[src/rtl/nand_ecc_pkg.sv]
package nand_ecc_pkg;

    localparam int BYTE_W     = 8;
    localparam int BIT_IDX_W  = $clog2(BYTE_W);
    localparam int HALF_BYTES = 256;
    localparam int ADDR_W     = $clog2(HALF_BYTES);
    localparam int PAR_W      = ADDR_W + BIT_IDX_W;
    localparam int NUM_HALVES = 2;
    localparam int HALF_IDX_W = $clog2(NUM_HALVES);
    localparam int CNT_W      = ADDR_W + HALF_IDX_W;
    localparam int CODE_BYTES = (2 * PAR_W + 7) / 8;
    localparam int CODE_W     = CODE_BYTES * 8;

    typedef logic [PAR_W-1:0]  par_t;
    typedef logic [ADDR_W-1:0] addr_t;
    typedef logic [BYTE_W-1:0] data_t;

    typedef struct packed {
        par_t clr;
        par_t set;
    } par_pair_t;

    // Parity contribution of one byte at a given in-half address.
    function automatic par_pair_t byte_contrib(addr_t addr, data_t d);
        par_pair_t r;
        logic      odd;
        r   = '0;
        odd = ^d;
        for (int j = 0; j < BIT_IDX_W; j++) begin
            for (int i = 0; i < BYTE_W; i++) begin
                if (i[j]) r.set[j] = r.set[j] ^ d[i];
                else      r.clr[j] = r.clr[j] ^ d[i];
            end
        end
        for (int k = 0; k < ADDR_W; k++) begin
            r.set[BIT_IDX_W+k] = addr[k] & odd;
            r.clr[BIT_IDX_W+k] = ~addr[k] & odd;
        end
        return r;
    endfunction

    // Packed 3-byte code, byte 0 in the low bits.
    function automatic logic [CODE_W-1:0] pack_code(par_pair_t p);
        logic [CODE_W-1:0] w;
        w = '0;
        w[PAR_W-1:0]       = p.set;
        w[2*PAR_W-1:PAR_W] = p.clr;
        return w;
    endfunction

endpackage

[src/rtl/ecc_byte_counter.sv]
module ecc_byte_counter
    import nand_ecc_pkg::*;
(
    input  logic                  clk,
    input  logic                  rst,
    input  logic                  step,
    input  logic                  wide_mode,
    output addr_t                 addr,
    output logic [HALF_IDX_W-1:0] half_idx
);

    logic [CNT_W-1:0] cnt;
    logic [CNT_W-1:0] cnt_nxt;

    always_comb begin
        if (wide_mode) cnt_nxt = cnt + CNT_W'(1);
        else           cnt_nxt = {HALF_IDX_W'(0), cnt[ADDR_W-1:0] + ADDR_W'(1)};
    end

    always_ff @(posedge clk) begin
        if (rst)       cnt <= '0;
        else if (step) cnt <= cnt_nxt;
    end

    assign addr     = cnt[ADDR_W-1:0];
    assign half_idx = wide_mode ? cnt[CNT_W-1 -: HALF_IDX_W] : '0;

    p_restart_zero_r1: assert property (@(posedge clk) disable iff (rst)
        $past(rst) |-> (cnt == '0));

    p_idle_hold_r5: assert property (@(posedge clk) disable iff (rst)
        !step |=> $stable(cnt));

    p_advance_r10: assert property (@(posedge clk) disable iff (rst)
        step |=> (addr == $past(addr) + ADDR_W'(1)));

endmodule

[src/rtl/ecc_pair_acc.sv]
module ecc_pair_acc
    import nand_ecc_pkg::*;
(
    input  logic      clk,
    input  logic      rst,
    input  logic      en,
    input  addr_t     addr,
    input  data_t     data,
    output par_pair_t acc
);

    par_pair_t contrib;

    assign contrib = byte_contrib(addr, data);

    always_ff @(posedge clk) begin
        if (rst)     acc <= '0;
        else if (en) acc <= acc ^ contrib;
    end

    p_idle_hold_r5: assert property (@(posedge clk) disable iff (rst)
        !en |=> $stable(acc));

    // Every bit of the pair moves together with the byte's overall parity.
    p_pair_balance_r4: assert property (@(posedge clk) disable iff (rst)
        en |=> (((acc.set ^ $past(acc.set)) ^ (acc.clr ^ $past(acc.clr)))
                == {PAR_W{$past(^data)}}));

endmodule

[src/rtl/nand_ecc_stream.sv]
module nand_ecc_stream
    import nand_ecc_pkg::*;
(
    input  logic                          clk,
    input  logic                          rst,
    input  logic                          wide_page,
    input  logic                          byte_vld,
    input  logic [7:0]                    byte_in,
    output logic [10:0]                   ecc_set0,
    output logic [10:0]                   ecc_clr0,
    output logic [10:0]                   ecc_set1,
    output logic [10:0]                   ecc_clr1,
    output logic [NUM_HALVES*CODE_W-1:0]  code_bytes
);

    addr_t                 cur_addr;
    logic [HALF_IDX_W-1:0] cur_half;
    par_pair_t             pairs [NUM_HALVES];

    ecc_byte_counter u_cnt (
        .clk       (clk),
        .rst       (rst),
        .step      (byte_vld),
        .wide_mode (wide_page),
        .addr      (cur_addr),
        .half_idx  (cur_half)
    );

    for (genvar h = 0; h < NUM_HALVES; h++) begin : g_half
        logic hit;
        assign hit = byte_vld & (cur_half == HALF_IDX_W'(h));

        ecc_pair_acc u_acc (
            .clk  (clk),
            .rst  (rst),
            .en   (hit),
            .addr (cur_addr),
            .data (byte_in),
            .acc  (pairs[h])
        );

        assign code_bytes[h*CODE_W +: CODE_W] = pack_code(pairs[h]);
    end

    assign ecc_set0 = pairs[0].set;
    assign ecc_clr0 = pairs[0].clr;
    assign ecc_set1 = pairs[1].set;
    assign ecc_clr1 = pairs[1].clr;

    p_restart_outputs_r1: assert property (@(posedge clk) disable iff (rst)
        $past(rst) |-> (code_bytes == '0));

    p_narrow_upper_idle_r7: assert property (@(posedge clk) disable iff (rst)
        !wide_page |=> ($stable(ecc_set1) && $stable(ecc_clr1)));

endmodule

[config.mk]
export PLATFORM = sky130hd
export DESIGN_NAME = nand_ecc_stream
export DESIGN_NICKNAME = d
export VERILOG_FILES = /design/src/rtl/nand_ecc_pkg.sv /design/src/rtl/ecc_byte_counter.sv /design/src/rtl/ecc_pair_acc.sv /design/src/rtl/nand_ecc_stream.sv
export SDC_FILE = /design/constraint.sdc
export NUM_CORES = 1
export LEC_CHECK = 0
export ABC_CLOCK_PERIOD_IN_PS = 5000
export BUFFER_PORTS_ARGS = -buffer_cell sky130_fd_sc_hd__buf_2
export CAP_MARGIN = 20
export CORE_MARGIN = 5
export CORE_UTILIZATION = 50
export CTS_CLUSTER_SIZE = 10
export DETAILED_ROUTE_END_ITERATION = 10
export GPL_TIMING_DRIVEN = 1
export PLACE_DENSITY_LB_ADDON = 0.2
export SLEW_MARGIN = 30
export SYNTH_ARGS = -nofsm -noshare
export SYNTH_HDL_FRONTEND = slang
export SYNTH_HIERARCHICAL = 1
export SYNTH_SLANG_ARGS = --single-unit
[constraint.sdc]
create_clock -name clk -period 5 [get_ports clk]
set_input_delay 1 -clock clk [delete_from_list [all_inputs] [get_ports clk]]
set_output_delay 1 -clock clk [all_outputs]
set_load 0.01 [all_outputs]
==> flow_summary.ini, run 1 <==
[place]
gp_congestion = 0.752
port-buffer-count = 99
placed_cell_area_um2 = 3070
dp_cells = 459
dp_hpwl_um = 4200

[drt]
drc = 0
wl_um = 5940
vias_per_cell = 5.01
wire_per_inst_um = 12.7
drtAntennaViolNets = 0
vias = 2339
first_pass_iters = 4
dr.first_iter.drc_count = 99

[hold_path]
hold_start = g_half[1].u_acc/acc[6]
holdCritPathClass = reg -> reg
hold_path_end = g_half[1].u_acc/acc[6]
min_path_cells = 2

[layout]
antenna_cells = 0
layout-drive-gt1-share = 0.288
nNetsFinal = 404
syn2layout_area_growth_pct = 7.72
fin_area_um2 = 3180
final_cells = 467
n_fill_cell = 560

[synthesis]
netlist_instances = 354
synth_edf_count = 0
synth-async-reset-ratio = 0
synth.distinct_cells = 26
syn_area_um2 = 2950
synth_area_leader_cell = dfxtp_1
synth_top_area_frac = 0.360
synth-seq-cells = 53
synth_common_cells = buf_4 (56), dfxtp_1 (53), o21ai_0 (36), or3_1 (36), a21oi_1 (35)
ys.warnings.count = 6
synth-main-ff-cell = dfxtp_1
ys_top_cells_by_area = dfxtp_1 (36%), buf_4 (14%), or3_1 (7.6%)
ys_seq_area_frac = 0.360
synth_most_common_cell = buf_4
avgSynthCellArea_um2 = 8.33

[floorplanning]
io_pins = 104
rows = 28
die_y_um = 86.8
start_util = 0.507
dieArea_um2 = 7540
die_x_um = 86.8
core_um2 = 5820

[setup_path]
cpPeakStageDelay_ns = 0.41
cp_max_fo = 32
crit_slowest_cell = or3_1
critical_path_required_ns = 5.23
end_kind = flop
worstPathArrival_ns = 2.67
crit_path_start_kind = input port
crit_cells = 6
path_class = in -> reg
path_cells = buf_2 -> xnor2_1 -> xor2_1 -> xnor2_4 -> or3_1 -> a21oi_1
r2r_cells = 4
r2r_start = u_cnt/cnt[1]
path_delay_family = XOR/XNOR gates
r2r_slack_ns = 3.37
rr_endpoint = u_cnt/cnt[8]
critPathBufInv = 1

[global_route]
grt_pass1_wl_um = 10200
grt_overflow = 0
antenna_found_initial = 0
grt.total_usage = 0.164
grt_use_met1 = 0.216
use_met3 = 0.0266
grt_pass1_vias = 2225
grt_max_degree = 54
grt.met2_usage = 0.275
gr-max-usage-layer = met2

[timing]
period_needed_ns = 2.44
clock_skew_ns = 0.00574
max_slew_margin = 0.572
setup_violations = 0
hold_violations = 0
tightest_slew_ns = 0.642
max_freq_mhz = 410
finalSetupTns_ns = 0
rsz0062_at_grt = no
period_share = 0.488
slew_violations = 0

[run_status]
outcome = completed

[clocking]
cts_root_buf = clkbuf_8
path_clk_slew_ns = 0.09
postCtsSetupBuffers = 0
clk_latency_ns = 0.30
cts_tree = yes
clockBufferDepth = 2
htreeDepth = 2
cts_num_sinks = 53
cts_hold_buf = 0
ctsResizeCount = 0
numCtsBuffers = 5

[power_and_ir_drop]
leakagePower_nw = 1.41
power_density_nw_per_um2 = 295
ir_drop_mv = 0.166

[job]
drv_cap = 0
==> cell families (layout without fill, tap and decap cells) <==
kind of cell               Yosys count  count (layout)  synth area share
xor gates and xnor gates            46              46             0.142
DFF                                 53              53             0.360
and+or+nand+nor                    107             107             0.196
muxes                                1               1           0.00339
buffers and inverters               73             108             0.168
AOI/OAI and AO/OA                   72              72             0.126
adders and majority gates            1               1           0.00424
other                                1               4           0.00127
==> registers in the layout, indices dropped and copies added (netlist names) <==
signal and cells:
g_half.u_acc/acc 44, u_cnt/cnt 9
==> layer usage <==
| metal | wire, µm | vias up |
|---|---|---|
| met5 | 0 | - |
| met3 | 441 | 7 |
| met4 | 70 | 0 |
| met1 | 2680 | 1073 |
| met2 | 2740 | 72 |
| li1 | - | 1187 |
==> tightest hold or removal path, delay by kind of cell, from the launching register on <==
kind           cells  cell delay [ns]
AO/OA/AOI/OAI      2             0.13
flip-flops         1             0.33
==> layout by cell type, fill, tap and decap left out <==
cell type   n
nand4_2     2
o21ai_0    36
mux2i_1     1
nand2b_1   16
clkbuf_8    5
buf_4       1
and2b_2     1
xor2_1     19
xnor2_4     2
clkbuf_1    3
buf_2      98
a221oi_2    1
dfxtp_1    53
and2_1      1
nand2_1    27
xnor2_1    23
nor2b_1     2
ha_1        1
a21oi_1    35
and2_2      1
nand4_1     2
inv_1       1
nor2_1     17
conb_1      4
xor2_2      2
and2b_1     2
or3_1      36
==> through the flow <==
| stage | hold WS [ns] | setup slack, ns | power (mW) | utilization |
|---|---|---|---|---|
| after global placement | 0.474 | 2.13 | 0.701 | 0.528 |
| final | 0.498 | 2.56 | 0.937 | 0.546 |
| after floorplan | 0.471 | 2.52 | 0.666 | - |
| after detailed placement | 0.484 | 2.06 | 0.706 | 0.528 |
| after CTS | 0.497 | 2.37 | 0.938 | 0.542 |
| after global routing | 0.519 | 2.37 | 0.995 | 0.546 |
==> cell type report <==
cell class / instances / area, µm² / area share
clock buffer: 8 / 80.1 / 0.0252
inverter: 1 / 3.75 / 0.00118
multi-input combinational: 231 / 1440 / 0.454
sequential: 53 / 1060 / 0.334
tap: 75 / 93.8 / 0.0295
timing repair buffer: 99 / 498 / 0.157
==> worst max-delay path by stage <==
stage | start | to | slack, ns
final | byte_in[5] | g_half[0].u_acc/acc[15] | 2.56
after global routing | byte_in[5] | g_half[0].u_acc/acc[8] | 2.37
after CTS | byte_in[5] | g_half[0].u_acc/acc[3] | 2.37
after detailed placement | byte_in[5] | g_half[0].u_acc/acc[3] | 2.06
after global placement | byte_in[5] | g_half[1].u_acc/acc[6] | 2.13
after floorplan | wide_page | g_half[0].u_acc/acc[3] | 2.52
==> report_power, final <==
part,leakage (nW),internal (mW),total (mW),switching [mW]
logic,0.941,0.0936,0.237,0.143
clock network,0.0395,0.0998,0.232,0.132
registers,0.430,0.446,0.469,0.0228
Note: power is estimated with default switching activity, not from simulation.
==> run 2, diff against run 1 <==
- ABC_CLOCK_PERIOD_IN_PS: 5000 -> 2200
- CORE_UTILIZATION: 50 -> 45
- clock period: 5 -> 2.2 ns (I/O delays scaled with it)
==> run 2 against run 1 <==
  * Design area rose by 1.2%
  * Wire length rose by 2.7%
  * Utilization fell by 4.0 points
  * Sequential power rose by 130%
==> flow_summary.ini, run 2 (synthesis results as in run 1) <==
[floorplanning]
dieArea_um2 = 8280
die_x_um = 91.0
io_pins = 104
core_um2 = 6350
rows = 29
die_y_um = 91.0
start_util = 0.465

[drt]
wire_per_inst_um = 12.9
drc = 0
dr.first_iter.drc_count = 89
wl_um = 6090
first_pass_iters = 4
vias_per_cell = 4.90
drtAntennaViolNets = 0
vias = 2309

[setup_path]
crit_slowest_cell = xor2_1
path_cells = buf_2 -> xnor2_1 -> xor2_1 -> xnor2_4 -> or3_1 -> a21oi_1
path_class = in -> reg
crit_path_start_kind = input port
end_kind = flop
cp_max_fo = 32
critical_path_required_ns = 2.44
cpPeakStageDelay_ns = 0.41
worstPathArrival_ns = 2.13

[clocking]
clk_latency_ns = 0.30
cts_tree = yes
clockBufferDepth = 2
cts_hold_buf = 0
postCtsSetupBuffers = 0
cts_num_sinks = 53
htreeDepth = 2
ctsResizeCount = 0
cts_root_buf = clkbuf_8
numCtsBuffers = 5
path_clk_slew_ns = 0.09

[power_and_ir_drop]
p_int_mw = 1.53
p_seq_frac = 0.479
leakagePower_nw = 1.44
switching_share = 0.311
p_switching_uw = 692
clkPwrFrac = 0.267
power_density_nw_per_um2 = 692
ir_drop_mv = 0.350
combPwrFrac = 0.254

[timing]
tightest_slew_ns = 0.649
hold_violations = 0
clock_skew_ns = 0.00951
slew_violations = 0
max_freq_mhz = 527
finalSetupTns_ns = 0
hold_slack_ns = 0.401
period_needed_ns = 1.90
fin_ws_ns = 0.302
rsz0062_at_grt = no
period_share = 0.863
setup_violations = 0
max_slew_margin = 0.568

[layout]
largest_register_ffs = 44
syn2layout_area_growth_pct = 8.99
regMostFlops = g_half.u_acc/acc
largestRegisters = g_half.u_acc/acc x44, u_cnt/cnt x9
nNetsFinal = 406
layout_common_cells = buf_2 (99), dfxtp_1 (53), o21ai_0 (36), or3_1 (36), a21oi_1 (35)
antenna_cells = 0
final_common_cell = buf_2
layout-drive-gt1-share = 0.299

[job]
drv_cap = 0

[global_route]
grt_max_degree = 54
grt_overflow = 0
gr-max-usage-layer = met2
grt.met2_usage = 0.239
grt_pass1_vias = 2114
antenna_found_initial = 0
use_met3 = 0.0339
grt.total_usage = 0.143
grt_pass1_wl_um = 9970
grt_use_met1 = 0.182

[hold_path]
holdCritPathClass = in -> reg

[place]
port-buffer-count = 99
gp_congestion = 0.767
pre_cts_ws_ns = -0.149
dp_hpwl_um = 4270

[run_status]
outcome = completed
[run 2: cell types whose count changed in the layout (fill, tap and decap cells not counted), sizes merged]
cell    before  now
clkbuf       8    7
clkinv       0    1
buf         99  101
[run 2: final timing paths]
check | start | endpoint | slack [ns] | cells past startpoint
hold / removal | wide_page | u_cnt/cnt[8] | 0.40 | 3
setup / recovery | byte_in[5] | g_half[1].u_acc/acc[9] | 0.30 | 6
setup reg to reg | u_cnt/cnt[0] | u_cnt/cnt[8] | 0.58 | 4
hold reg to reg | g_half[0].u_acc/acc[20] | g_half[0].u_acc/acc[20] | 0.50 | 2
[run 2: through the flow]
stage          std cells  instance area (µm²)  utilization  power [mW]
2_1_floorplan        357                 2960            -        1.51
3_3_place_gp         463                 3100        0.489        1.63
3_5_place_dp         463                 3100        0.489        1.64
4_1_cts              471                 3200        0.505        2.24
5_1_grt              471                 3220        0.506        2.35
6_report             471                 3220        0.506        2.22
[run 2: critical path, delay by kind of cell]
| kind | cells | cell delay [ns] |
|---|---|---|
| buf+inv | 1 | 0.14 |
| compound gates | 1 | 0.15 |
| simple gates | 1 | 0.41 |
| xor+xnor | 3 | 0.99 |
[run 2: power groups by stage]
stage	logic (mW)	clock network (mW)	registers, mW
2_1_floorplan	0.412	0	1.10
3_3_place_gp	0.547	0	1.09
3_5_place_dp	0.556	0	1.09
4_1_cts	0.558	0.617	1.07
5_1_grt	0.617	0.656	1.08
6_report	0.565	0.594	1.06
[run 2: per-layer routing]
layer / share of wire / vias up / routed length [µm]
met4: 0.010 / 0 / 61
met1: 0.45 / 1023 / 2740
met5: 0 / - / 0
met2: 0.46 / 80 / 2820
li1: - / 1199 / -
met3: 0.077 / 7 / 470
[run 2: area by class of cell]
cell class                 instances  area, µm²
multi-input combinational        231       1430
tap                               77       96.3
inverter                           1       3.75
clock buffer                       7       96.3
clock inverter                     1       5.00
sequential                        53       1060
fill                             617       3130
timing repair buffer             101        523
==> run 3, diff against run 2 <==
- CORE_ASPECT_RATIO: unset -> 1.75
==> run 3 against run 2 <==
  * Via count up 2.6%
  * Highest routed layer unchanged
  * Utilization up 0.70 points
  * Combinational power down 1%
==> flow_summary.ini, run 3 (synthesis results as in run 1) <==
[run_status]
outcome = completed

[timing]
period_share = 0.802
finalSetupTns_ns = 0
rsz0062_at_grt = no
slew_violations = 0
hold_violations = 0
tightest_slew_ns = 0.554
max_freq_mhz = 567
clock_skew_ns = 0.00442
max_slew_margin = 0.631
period_needed_ns = 1.76
setup_violations = 0

[setup_path]
critical_path_required_ns = 2.41
crit_path_start_kind = input port
crit_slowest_cell = or3_1
path_cells = buf_2 -> xnor2_1 -> xor2_1 -> xnor2_2 -> buf_12 -> or3_1 -> a21oi_1
worstPathArrival_ns = 1.98
end_kind = flop
path_class = in -> reg
r2r_cells = 4
cp_max_fo = 32
cpPeakStageDelay_ns = 0.34

[floorplanning]
start_util = 0.458
dieArea_um2 = 8340
rows = 39
die_y_um = 117
core_um2 = 6440
io_pins = 104
die_x_um = 71.2

[power_and_ir_drop]
p_int_mw = 1.90
switching_share = 0.274
p_switching_uw = 716
finalPower_mw = 2.61
combPwrFrac = 0.213
leakagePower_nw = 1.48
power_density_nw_per_um2 = 791
ir_drop_mv = 0.457
clkPwrFrac = 0.380
p_seq_frac = 0.407

[layout]
register_area_um2 = 1060
nNetsFinal = 407
regMostFlops = g_half.u_acc/acc
largestRegisters = g_half.u_acc/acc x44, u_cnt/cnt x9
n_fill_cell = 672
largest_register_ffs = 44
layout_common_cells = buf_2 (99), dfxtp_1 (53), o21ai_0 (36), or3_1 (36), a21oi_1 (35)
multi_input_area_um2 = 1420
fin_util = 0.513
final_common_cell = buf_2
antenna_cells = 0
syn2layout_area_growth_pct = 12.1
layout-drive-gt1-share = 0.301

[clocking]
ctsResizeCount = 0
cts_tree = yes
cts_hold_buf = 0
cts_root_buf = clkbuf_16
numCtsBuffers = 5
clockBufferDepth = 2
htreeDepth = 2
postCtsSetupBuffers = 0
clk_latency_ns = 0.29
cts_num_sinks = 53
path_clk_slew_ns = 0.07

[global_route]
grt.total_usage = 0.154
antenna_found_initial = 0
grt_pass1_wl_um = 10500
grt_max_degree = 54
grt_overflow = 0
grt_pass1_vias = 2287

[drt]
drtAntennaViolNets = 0
dr.first_iter.drc_count = 146
wire_per_inst_um = 12.9
vias_per_cell = 4.97
first_pass_iters = 4
wl_um = 6170
vias = 2370
drc = 0

[job]
drv_cap = 0

[hold_path]
holdCritPathClass = in -> reg
min_path_cells = 3

[place]
gp_congestion = 0.773
dp_hpwl_um = 4480
port-buffer-count = 99
-- run 3: cell types whose count changed in the layout (fill, tap and decap cells not counted), sizes merged --
cell / before / now
buf: 101 / 102
clkbuf: 7 / 5
bufinv: 0 / 2
-- run 3: power groups by stage --
stage          Clock [mW]  Sequential, mW  Combinational, mW
6_report            0.993            1.06              0.557
2_1_floorplan           0            1.10              0.412
5_1_grt              1.05            1.08              0.620
4_1_cts              1.02            1.07              0.565
3_5_place_dp            0            1.09              0.564
3_3_place_gp            0            1.08              0.559
-- run 3: path summary, 6_finish.rpt --
path              slack, ns                     from                      end
hold / removal         0.42                wide_page             u_cnt/cnt[8]
setup / recovery       0.44               byte_in[5]  g_half[0].u_acc/acc[20]
setup reg to reg       0.58             u_cnt/cnt[1]             u_cnt/cnt[8]
hold reg to reg        0.50  g_half[0].u_acc/acc[17]  g_half[0].u_acc/acc[17]
-- run 3: cell type report --
cell class	count	area share
clock buffer	5	0.0378
clock inverter	3	0.0197
multi-input combinational	231	0.429
timing repair buffer	102	0.160
tap	82	0.0310
sequential	53	0.321
inverter	1	0.00114
-- run 3: per-stage QoR --
| stage | instance area [µm²] | worst slack [ns] | hold WS (ns) | cells |
|---|---|---|---|---|
| 6_report | 3310 | 0.436 | 0.418 | 477 |
| 5_1_grt | 3310 | 0.306 | 0.446 | 477 |
| 4_1_cts | 3310 | 0.412 | 0.416 | 477 |
| 3_5_place_dp | 3120 | 0.113 | 0.488 | 469 |
| 3_3_place_gp | 3120 | 0.154 | 0.473 | 469 |
| 2_1_floorplan | 2960 | 0.283 | 0.471 | 357 |
-- run 3: metal layers --
layer  GRT usage  up-vias  part of all wire
li1            -     1194                 -
met2       0.272       72              0.53
met3      0.0291       13             0.065
met1       0.177     1091              0.37
met5           0        -                 0
met4      0.0740        0             0.032
-- run 3: critical path, delay by kind of cell --
family	cells	cell delay, ns
compound gates	1	0.15
xor+xnor	3	0.74
buf+inv	2	0.30
simple gates	1	0.34
